$ cat config.mk
export PLATFORM = sky130hd
export DESIGN_NAME = irq_state_ctl
export DESIGN_NICKNAME = d
export VERILOG_FILES = /design/src/rtl/irq_state_pkg.sv /design/src/rtl/irq_iff_ctrl.sv /design/src/rtl/irq_mode_reg.sv /design/src/rtl/irq_ldir_flags.sv /design/src/rtl/irq_state_ctl.sv
export SDC_FILE = /design/constraint.sdc
export NUM_CORES = 1
export LEC_CHECK = 0
export ABC_CLOCK_PERIOD_IN_PS = 2700
export CAP_MARGIN = 5
export CORE_AREA = 4 4 41 43
export CTS_BUF_LIST = sky130_fd_sc_hd__clkbuf_16
export DETAILED_ROUTE_END_ITERATION = 12
export DIE_AREA = 0 0 45 47
export DONT_BUFFER_PORTS = 1
export PLACE_DENSITY = 0.46
export SLEW_MARGIN = 10
export SYNTH_ARGS = -nofsm -noshare
export SYNTH_HDL_FRONTEND = slang
export SYNTH_HIERARCHICAL = 1
export SYNTH_SLANG_ARGS = --single-unit
$ cat constraint.sdc
create_clock -name clk_i -period 2.7 [get_ports clk_i]
set_input_delay 0.54 -clock clk_i [delete_from_list [all_inputs] [get_ports clk_i]]
set_output_delay 0.54 -clock clk_i [all_outputs]
set_load 0.01 [all_outputs]
$ cat src/rtl/irq_state_pkg.sv
package irq_state_pkg;

  typedef enum logic [1:0] {
    IM_0 = 2'd0,
    IM_1 = 2'd1,
    IM_2 = 2'd2,
    IM_X = 2'd3
  } im_e;

  // resolved one-hot-ish command after priority
  typedef struct packed {
    logic evt_nmi;
    logic evt_int;
    logic op_di;
    logic op_ei;
    logic op_ret;
    logic op_im;
    logic op_ld;
  } iff_cmd_t;

  localparam int unsigned FLG_S  = 7;
  localparam int unsigned FLG_Z  = 6;
  localparam int unsigned FLG_H  = 4;
  localparam int unsigned FLG_PV = 2;
  localparam int unsigned FLG_N  = 1;
  localparam int unsigned FLG_C  = 0;

  function automatic im_e sel_to_mode(input logic [1:0] sel);
    im_e m;
    unique case (sel)
      2'd0, 2'd1: m = IM_0;
      2'd2:       m = IM_1;
      default:    m = IM_2;
    endcase
    return m;
  endfunction

endpackage

$ cat src/rtl/irq_iff_ctrl.sv
module irq_iff_ctrl
  import irq_state_pkg::*;
(
  input  logic     clk_i,
  input  logic     rst_ni,
  input  iff_cmd_t cmd_i,
  input  logic     bnd_i,
  output logic     iff1_o,
  output logic     iff2_o,
  output logic     int_en_o
);

  logic iff1_q, iff2_q, pend_q;
  logic iff1_d, iff2_d, pend_d;

  always_comb begin
    iff1_d = iff1_q;
    iff2_d = iff2_q;
    if (cmd_i.evt_nmi) begin
      iff1_d = 1'b0;
    end else if (cmd_i.evt_int) begin
      iff1_d = 1'b0;
      iff2_d = 1'b0;
    end else if (cmd_i.op_di) begin
      iff1_d = 1'b0;
      iff2_d = 1'b0;
    end else if (cmd_i.op_ei) begin
      iff1_d = 1'b1;
      iff2_d = 1'b1;
    end else if (cmd_i.op_ret) begin
      iff1_d = iff2_q;
    end
  end

  // one-boundary shadow after EI
  always_comb begin
    if (cmd_i.op_ei)  pend_d = 1'b1;
    else if (bnd_i)   pend_d = 1'b0;
    else              pend_d = pend_q;
  end

  always_ff @(posedge clk_i or negedge rst_ni) begin
    if (!rst_ni) begin
      iff1_q <= 1'b0;
      iff2_q <= 1'b0;
      pend_q <= 1'b0;
    end else begin
      iff1_q <= iff1_d;
      iff2_q <= iff2_d;
      pend_q <= pend_d;
    end
  end

  assign iff1_o   = iff1_q;
  assign iff2_o   = iff2_q;
  assign int_en_o = iff1_q & ~pend_q;

endmodule

$ cat src/rtl/irq_mode_reg.sv
module irq_mode_reg
  import irq_state_pkg::*;
#(
  parameter int unsigned SEL_W = 2
) (
  input  logic             clk_i,
  input  logic             rst_ni,
  input  logic             wr_i,
  input  logic [SEL_W-1:0] sel_i,
  output logic [1:0]       mode_o,
  output logic             unk_o
);

  im_e mode_q;

  always_ff @(posedge clk_i or negedge rst_ni) begin
    if (!rst_ni)   mode_q <= IM_0;
    else if (wr_i) mode_q <= sel_to_mode(sel_i[1:0]);
  end

  assign mode_o = mode_q;
  assign unk_o  = (mode_q == IM_X);

endmodule

$ cat src/rtl/irq_ldir_flags.sv
module irq_ldir_flags
  import irq_state_pkg::*;
#(
  parameter int unsigned DATA_W = 8
) (
  input  logic              wr_i,
  input  logic [DATA_W-1:0] data_i,
  input  logic              iff2_i,
  output logic              wr_o,
  output logic [7:0]        flag_o,
  output logic              c_keep_o
);

  always_comb begin
    flag_o         = '0;
    flag_o[FLG_S]  = data_i[DATA_W-1];
    flag_o[FLG_Z]  = ~|data_i;
    flag_o[FLG_H]  = 1'b0;
    flag_o[FLG_PV] = iff2_i;
    flag_o[FLG_N]  = 1'b0;
    flag_o[FLG_C]  = 1'b0;
  end

  assign wr_o     = wr_i;
  assign c_keep_o = wr_i;

endmodule

$ cat src/rtl/irq_state_ctl.sv
module irq_state_ctl
  import irq_state_pkg::*;
#(
  parameter int unsigned DATA_W = 8,
  parameter int unsigned SEL_W  = 2
) (
  input  logic              clk_i,
  input  logic              rst_ni,
  input  logic              bnd_i,
  input  logic              di_i,
  input  logic              ei_i,
  input  logic              reti_i,
  input  logic              retn_i,
  input  logic              im_set_i,
  input  logic [SEL_W-1:0]  im_sel_i,
  input  logic              nmi_ack_i,
  input  logic              int_ack_i,
  input  logic              ld_ir_i,
  input  logic [DATA_W-1:0] ld_data_i,
  output logic              iff1_o,
  output logic              iff2_o,
  output logic [1:0]        mode_o,
  output logic              mode_unk_o,
  output logic              int_en_o,
  output logic              flag_wr_o,
  output logic [7:0]        flag_o,
  output logic              c_keep_o
);

  iff_cmd_t cmd;
  logic     no_evt;

  // events beat instruction strobes; DI > EI > returns
  always_comb begin
    no_evt      = ~nmi_ack_i & ~int_ack_i;
    cmd.evt_nmi = nmi_ack_i;
    cmd.evt_int = int_ack_i & ~nmi_ack_i;
    cmd.op_di   = no_evt & di_i;
    cmd.op_ei   = no_evt & ~di_i & ei_i;
    cmd.op_ret  = no_evt & ~di_i & ~ei_i & (reti_i | retn_i);
    cmd.op_im   = no_evt & im_set_i;
    cmd.op_ld   = no_evt & ld_ir_i;
  end

  irq_iff_ctrl u_iff (
    .clk_i    (clk_i),
    .rst_ni   (rst_ni),
    .cmd_i    (cmd),
    .bnd_i    (bnd_i),
    .iff1_o   (iff1_o),
    .iff2_o   (iff2_o),
    .int_en_o (int_en_o)
  );

  irq_mode_reg #(.SEL_W(SEL_W)) u_mode (
    .clk_i  (clk_i),
    .rst_ni (rst_ni),
    .wr_i   (cmd.op_im),
    .sel_i  (im_sel_i),
    .mode_o (mode_o),
    .unk_o  (mode_unk_o)
  );

  irq_ldir_flags #(.DATA_W(DATA_W)) u_flags (
    .wr_i     (cmd.op_ld),
    .data_i   (ld_data_i),
    .iff2_i   (iff2_o),
    .wr_o     (flag_wr_o),
    .flag_o   (flag_o),
    .c_keep_o (c_keep_o)
  );

endmodule

# After elaboration in Yosys (flattened, before gate mapping)
# Index checks and enable logic that the tools add are counted.
dict set report op_classes {
  muxes 11
  n_bitwise 16
  eq_ne 3
  n_reduce_logical 8
}
# operator n
set op_table {}
lappend op_table {{$and A1 B1 Y1} 10}
lappend op_table {{$mux W1} 10}
lappend op_table {{$reduce_or A8 Y1} 1}
lappend op_table {{$not A1 Y1} 5}
lappend op_table {{$reduce_bool A5 Y1} 1}
lappend op_table {{$eq A2 B2 Y1 const B} 2}
lappend op_table {{$pmux W2 S2} 1}
lappend op_table {{$reduce_bool A3 Y1} 1}
lappend op_table {{$eq A2 B1 Y1 const B} 1}
lappend op_table {{$logic_not A2 Y1} 1}
lappend op_table {{$reduce_and A2 Y1} 1}
lappend op_table {{$reduce_bool A2 Y1} 1}
lappend op_table {{$reduce_or A2 Y1} 1}
lappend op_table {{$logic_not A1 Y1} 1}
lappend op_table {{$or A1 B1 Y1} 1}
dict set report word_totals {
  wordCells 42
  inputBits 21
  register_bits 5
  out_inout_bits 16
}

# Depth between registers and ports, before layout
# Gate-level depths: netlist (run 1).
dict set report logic_depth {
  ltp_word 10
  mapped_depth 4
  ltp_nobuf 4
}

# By module
# Netlist (run 1), hierarchy kept.
# module cells_each instances area_each_um2 seq_area_each_um2
set modules_own_cells {}
lappend modules_own_cells {irq_iff_ctrl 12 1 137.6 75.1}
lappend modules_own_cells {irq_ldir_flags 13 1 90.1 0.0}
lappend modules_own_cells {irq_mode_reg 9 1 83.8 50.0}
lappend modules_own_cells {irq_state_ctl 8 1 80.1 0.0}

# Least setup slack after synthesis (run 1)
# OpenSTA, ideal clock, no wires.
dict set report synth_path {
  kind {input-to-output}
  startpoint {in ld_data_i[7]}
  endpoint {out flag_o[6]}
  required_time_ns 2.160
  path_buffers 0
  slack_ns 0.923
  arrival_time_ns 1.237
  path_stages 2
  path_cell_list {or4_1 -> nor2_1}
}
dict set report synth_via {
  elab_chain_len 2
}
# element line_no
set synth_lines {}
lappend synth_lines {{from (decl)} irq_state_ctl.sv:19} ;# input logic [DATA_W-1:0] ld_data_i,
lappend synth_lines {{$reduce_or A8 Y1} irq_ldir_flags.sv:17} ;# flag_o[FLG_Z] = ~|data_i;
lappend synth_lines {{$logic_not A1 Y1} irq_ldir_flags.sv:17}
lappend synth_lines {{to (decl)} irq_state_ctl.sv:26} ;# output logic [7:0] flag_o,
# Every way passes these cells.

# Final worst setup path (run 1)
# Ends and elaborated chain as after synthesis.

==> flow_summary.json, run 1 <==
{
  "areaGrowthSynthToFinish_pct": 11.5,
  "hold_ws_ns": 0.0120,
  "max_freq_mhz": 558,
  "grt_use_total_pct": 8.18,
  "cts_resized": 0,
  "worst-setup-path-type": "primary input to output port",
  "avgSynthCellArea_um2": 9.32,
  "seq_area_frac_synth_pct": 31.9,
  "die_h_um": 47,
  "viasPerCell": 4.50,
  "crit_chain": "or4_1, nor2_1",
  "cts_buffer_depth": 2,
  "final_cells": 56,
  "antenna_cells": 0,
  "cts_inserted_buffers": 3,
  "p_leak_nw": 0.185,
  "gp_congestion": 0.688,
  "peakVddDrop_uv": 353,
  "synth_enable_flop_cells": 0,
  "num-nets-final": 63,
  "post-cts-setup-buffer-count": 0,
  "finalHoldViolCount": 0,
  "antenna_found_initial": 0,
  "cp_top_family": "simple AND/OR/NAND/NOR gates",
  "firstDrtPassIters": 2,
  "cts_hold_buffers": 0,
  "cts_num_sinks": 5,
  "place_inst": 52,
  "drt-initial-drc-count": 1,
  "seqCellArea_um2": 125,
  "multi_input_area_um2": 199,
  "hold_path.class": "primary input to asynchronous set/reset pin",
  "wl_per_cell_um": 14.9,
  "syn-instance-count": 42,
  "clk_latency_ns": 0.22,
  "yosys_most_used_dff": "dfrtp_1",
  "slew_viol_final": 0,
  "fin_crit_sh_pct": 66.4,
  "root_buffer": "clkbuf_16",
  "finalInstanceArea_um2": 437,
  "crit_arrival_ns": 1.25,
  "final.min_clock_period_ns": 1.79,
  "yosysWarnings": 6,
  "drc_errors": 0,
  "async_flop_share_pct": 100,
  "drt-total-wl_um": 837,
  "overflow": 0,
  "synth_area_um2": 392,
  "drive_gt1_share_pct": 26.8,
  "start_util_pct": 30.1,
  "postPlaceCellArea_um2": 358,
  "drv_cap": 0,
  "clkTransAtPathRegs_ns": 0.03,
  "clock_skew_ns": 0.0000434,
  "grt_max_degree": 7,
  "crit_fanout": 2,
  "start_kind": "primary input",
  "cellPowerDensity_nw_per_um2": 803,
  "critPathSlowestCell": "or4_1",
  "ant_nets": 0,
  "ys_types": 18,
  "port_buffers": 0,
  "synth_most_common_cell": "buf_4",
  "fin_util_pct": 33.6,
  "die-area_um2": 2120,
  "ys_ff_latch": 5,
  "fin_setup_tns_ns": 0,
  "fill_cells": 136,
  "required_ns": 2.16,
  "status": "finished, final reports clean",
  "endpoint_kind": "output port",
  "crit_buf_inv": 0,
  "die-width_um": 45,
  "synth_top_area_share_pct": 31.9,
  "grt_pass1_vias": 253,
  "ys_top_cells_by_count": "buf_4 (9), dfrtp_1 (5), inv_1 (4), nor2_1 (4)",
  "io_pins": 37,
  "core_region_area_um2": 1300,
  "setup_violations": 0,
  "rows": 13,
  "rsz0062_at_grt": "no",
  "max_stage_delay_ns": 0.50,
  "ys_top_cells_by_area": "dfrtp_1 (32%), buf_4 (17%), nor4b_4 (6.1%)",
  "grt_pass1_wl_um": 1170,
  "cts_tree": "done",
  "synth_top_cell_by_area": "dfrtp_1",
  "cts_htree_levels": 1,
  "vias": 252
}
state kept, by name, summed over array words and instances (netlist names):
| name | cells |
|---|---|
| u_iff/iff1_o | 1 |
| u_iff/iff2_o | 1 |
| u_iff/pend_q | 1 |
| u_mode/mode_o | 2 |
metal layers:
layer  part of all wire (%)  vias to the layer above  global-route usage (%)
met5                      0                        -                       0
met4                      0                        0                    7.02
met3                     12                        0                    4.21
met2                     54                       14                    12.1
met1                     34                      115                    8.55
li1                       -                      123                       -
layout by cell type (no fill, tap or decap), drive strengths merged:
master and instances:
and2b 1, or4 2, conb 5, o22a 1
dfrtp 5, nand3b 1, and2 3, nor2 5
nand3 1, o21ai 3, clkbuf 3, nor2b 2
a2111oi 1, mux2i 1, inv 5, nor4b 2
final timing paths:
kind                         startpoint  slack, ns          endpoint  cells after the start
max                        ld_data_i[7]       0.91         flag_o[6]                      2
min                              rst_ni       0.01      u_iff/pend_q                      0
max reg2reg                u_iff/iff2_o       1.61      u_iff/iff1_o                      2
min reg2reg                u_iff/pend_q       0.53      u_iff/pend_q                      2
max in group asynchronous        rst_ni       2.62  u_mode/mode_o[0]                      0
min in group clk_i            nmi_ack_i       0.38      u_iff/iff1_o                      1
layout make-up:
class	instances	area share (%)
Tap cell	15	4.30
Inverter	4	3.44
Multi-Input combinational cell	28	45.6
Clock inverter	1	0.860
Sequential cell	5	28.7
Clock buffer	3	17.2
logic make-up (layout without fill, tap and decap cells):
family | after synthesis | in the layout | share of synthesized area (%)
AO/OA/AOI/OAI | 5 | 5 | 9.90
other | 1 | 5 | 0.958
AND/OR/NAND/NOR | 17 | 17 | 33.5
multiplexers | 1 | 1 | 2.56
buffers and inverters | 13 | 8 | 21.1
flip-flops | 5 | 5 | 31.9
metrics by stage:
step / power, mW / setup WS (ns)
finish: 0.351 / 0.908
global route: 0.368 / 0.887
CTS: 0.358 / 0.897
detailed placement: 0.116 / 0.897
global placement: 0.115 / 0.892
floorplan: 0.122 / 0.923
power breakdown:
part,switching [mW],internal [mW],total [mW],leakage (nW)
clock network,0.0439,0.191,0.235,0.0423
registers,0.00935,0.0826,0.0919,0.0666
logic,0.0139,0.00961,0.0235,0.0760
total,0.0671,0.284,0.351,0.185
Power figures use the tool's default switching activity.
==> inputs of run 2 (changes only) <==
--- a/config.mk
+++ b/config.mk
@@ -5,14 +5,14 @@
 export SDC_FILE = /design/constraint.sdc
 export NUM_CORES = 1
 export LEC_CHECK = 0
-export ABC_CLOCK_PERIOD_IN_PS = 2700
+export ABC_CLOCK_PERIOD_IN_PS = 1600
 export CAP_MARGIN = 5
 export CORE_AREA = 4 4 41 43
 export CTS_BUF_LIST = sky130_fd_sc_hd__clkbuf_16
 export DETAILED_ROUTE_END_ITERATION = 12
 export DIE_AREA = 0 0 45 47
 export DONT_BUFFER_PORTS = 1
-export PLACE_DENSITY = 0.46
+export PLACE_DENSITY = 0.47
 export SLEW_MARGIN = 10
 export SYNTH_ARGS = -nofsm -noshare
 export SYNTH_HDL_FRONTEND = slang
==> constraint.sdc (replaced) <==
create_clock -name clk_i -period 1.6 [get_ports clk_i]
set_input_delay 0.32 -clock clk_i [delete_from_list [all_inputs] [get_ports clk_i]]
set_output_delay 0.32 -clock clk_i [all_outputs]
set_load 0.01 [all_outputs]
==> run 2 against run 1 <==
Effect of this change: hold slack improved by 0.14 ns; first-iteration DRC count increased to 3.0 times the previous value; die area unchanged; global-route usage up 0.68 points; power rose by 71%; flip-flop and latch count unchanged; largest cell class unchanged; highest routed layer is now met4.
==> flow_summary.json, run 2 (synthesized netlist as in run 1, its figures left out) <==
{
  "fin_crit_sh_pct": 84.9,
  "grt_pass1_wl_um": 1190,
  "met3_length_um": 117,
  "cellPowerDensity_nw_per_um2": 1340,
  "rows": 13,
  "largest_reg_flops": 2,
  "post-cts-setup-buffer-count": 0,
  "endpoint_kind": "output port",
  "drt-total-wl_um": 818,
  "fin_util_pct": 34.3,
  "die-width_um": 45,
  "cts_resized": 0,
  "die_h_um": 47,
  "ant_nets": 0,
  "required_ns": 1.28,
  "cts_hold_buffers": 1,
  "r2r-end": "u_iff/iff1_o",
  "cts_num_sinks": 5,
  "num-nets-final": 64,
  "clock_skew_ns": 0.0000315,
  "final.min_clock_period_ns": 1.36,
  "critPathSlowestCell": "or4_1",
  "areaGrowthSynthToFinish_pct": 14.1,
  "cts_tree": "done",
  "io_pins": 37,
  "min-delay-start": "nmi_ack_i",
  "crit_buf_inv": 0,
  "firstDrtPassIters": 2,
  "layout_common_cells": "inv_1 (5), conb_1 (5), dfrtp_1 (5), nor2_1 (4)",
  "cp.depth": 2,
  "start_util_pct": 30.1,
  "finalWorstSetupSlack_ns": 0.242,
  "viasPerCell": 4.61,
  "hold_path.class": "primary input to flop",
  "power_uw": 598,
  "crit_fanout": 2,
  "drive_gt1_share_pct": 26.2,
  "cts_inserted_buffers": 3,
  "wl_per_cell_um": 14.4,
  "drc_errors": 0,
  "r2r_slack_ns": 0.52,
  "start_kind": "primary input",
  "drv_cap": 0,
  "p_leak_nw": 0.189,
  "status": "finished, final reports clean",
  "clk_latency_ns": 0.22,
  "grt_max_degree": 7,
  "worst-setup-path-type": "primary input to output port",
  "root_buffer": "clkbuf_16",
  "antenna_found_initial": 0,
  "r2r_start": "u_iff/iff2_o",
  "overflow": 0,
  "reg2regPathDepth": 2,
  "highest_layer": "met4",
  "antenna_cells": 0,
  "wl_met1_um": 220,
  "cts_htree_levels": 1,
  "fin_setup_tns_ns": 0,
  "core_region_area_um2": 1300,
  "crit_chain": "or4_1, nor2_1",
  "finalInstanceArea_um2": 447,
  "gp_congestion": 0.692,
  "max_freq_mhz": 736,
  "rsz0062_at_grt": "no",
  "grt_use_total_pct": 8.86,
  "worstHoldEndpoint": "u_iff/iff1_o",
  "pre_cts_slack_ns": 0.230,
  "vias": 263,
  "die-area_um2": 2120,
  "hold_depth": 1,
  "cts_buffer_depth": 2,
  "postPlaceCellArea_um2": 358,
  "wl_met2_um": 468,
  "port_buffers": 0,
  "peakVddDrop_uv": 524,
  "clkTransAtPathRegs_ns": 0.03,
  "max_stage_delay_ns": 0.50,
  "grt_pass1_vias": 290,
  "slew_viol_final": 0,
  "cp_top_family": "simple AND/OR/NAND/NOR gates",
  "finalHoldViolCount": 0,
  "setup_violations": 0,
  "drt-initial-drc-count": 3,
  "crit_arrival_ns": 1.04
}
## run 2: cell types whose count changed in the layout (fill, tap and decap cells not counted), sizes merged
cell / delta
dlygate4sd3: +1
## run 2: report_power, final
group | internal [mW] | switching [mW] | total (mW)
logic | 0.0179 | 0.0252 | 0.0431
registers | 0.139 | 0.0161 | 0.155
clock network | 0.323 | 0.0765 | 0.400
## run 2: routing by layer
metal	GRT usage, %	vias to the layer above
met5	0	-
met2	13.8	15
met3	5.36	2
li1	-	125
met1	6.85	121
met4	11.1	0
## run 2: how the worst max path moves through the flow
stage / startpoint / endpoint
floorplan: ld_data_i[7] / flag_o[6]
global placement: ld_data_i[7] / flag_o[6]
detailed placement: ld_data_i[7] / flag_o[6]
CTS: ld_data_i[7] / flag_o[6]
global route: ld_data_i[1] / flag_o[6]
finish: ld_data_i[7] / flag_o[6]
## run 2: area by class of cell
cell class | count | area (um^2)
clock buffers | 3 | 75.1
repair buffers | 1 | 10.0
inverters | 4 | 15.0
multi-input cells | 28 | 199
clock inverters | 1 | 3.75
well taps | 15 | 18.8
flip-flops and latches | 5 | 125
fillers | 143 | 855
## run 2: through the flow
| stage | hold slack (ns) | instances |
|---|---|---|
| finish | 0.151 | 57 |
| global route | 0.149 | 57 |
| CTS | 0.148 | 57 |
| detailed placement | 0.0246 | 52 |
| global placement | 0.0246 | 52 |
| floorplan | 0.0244 | 46 |
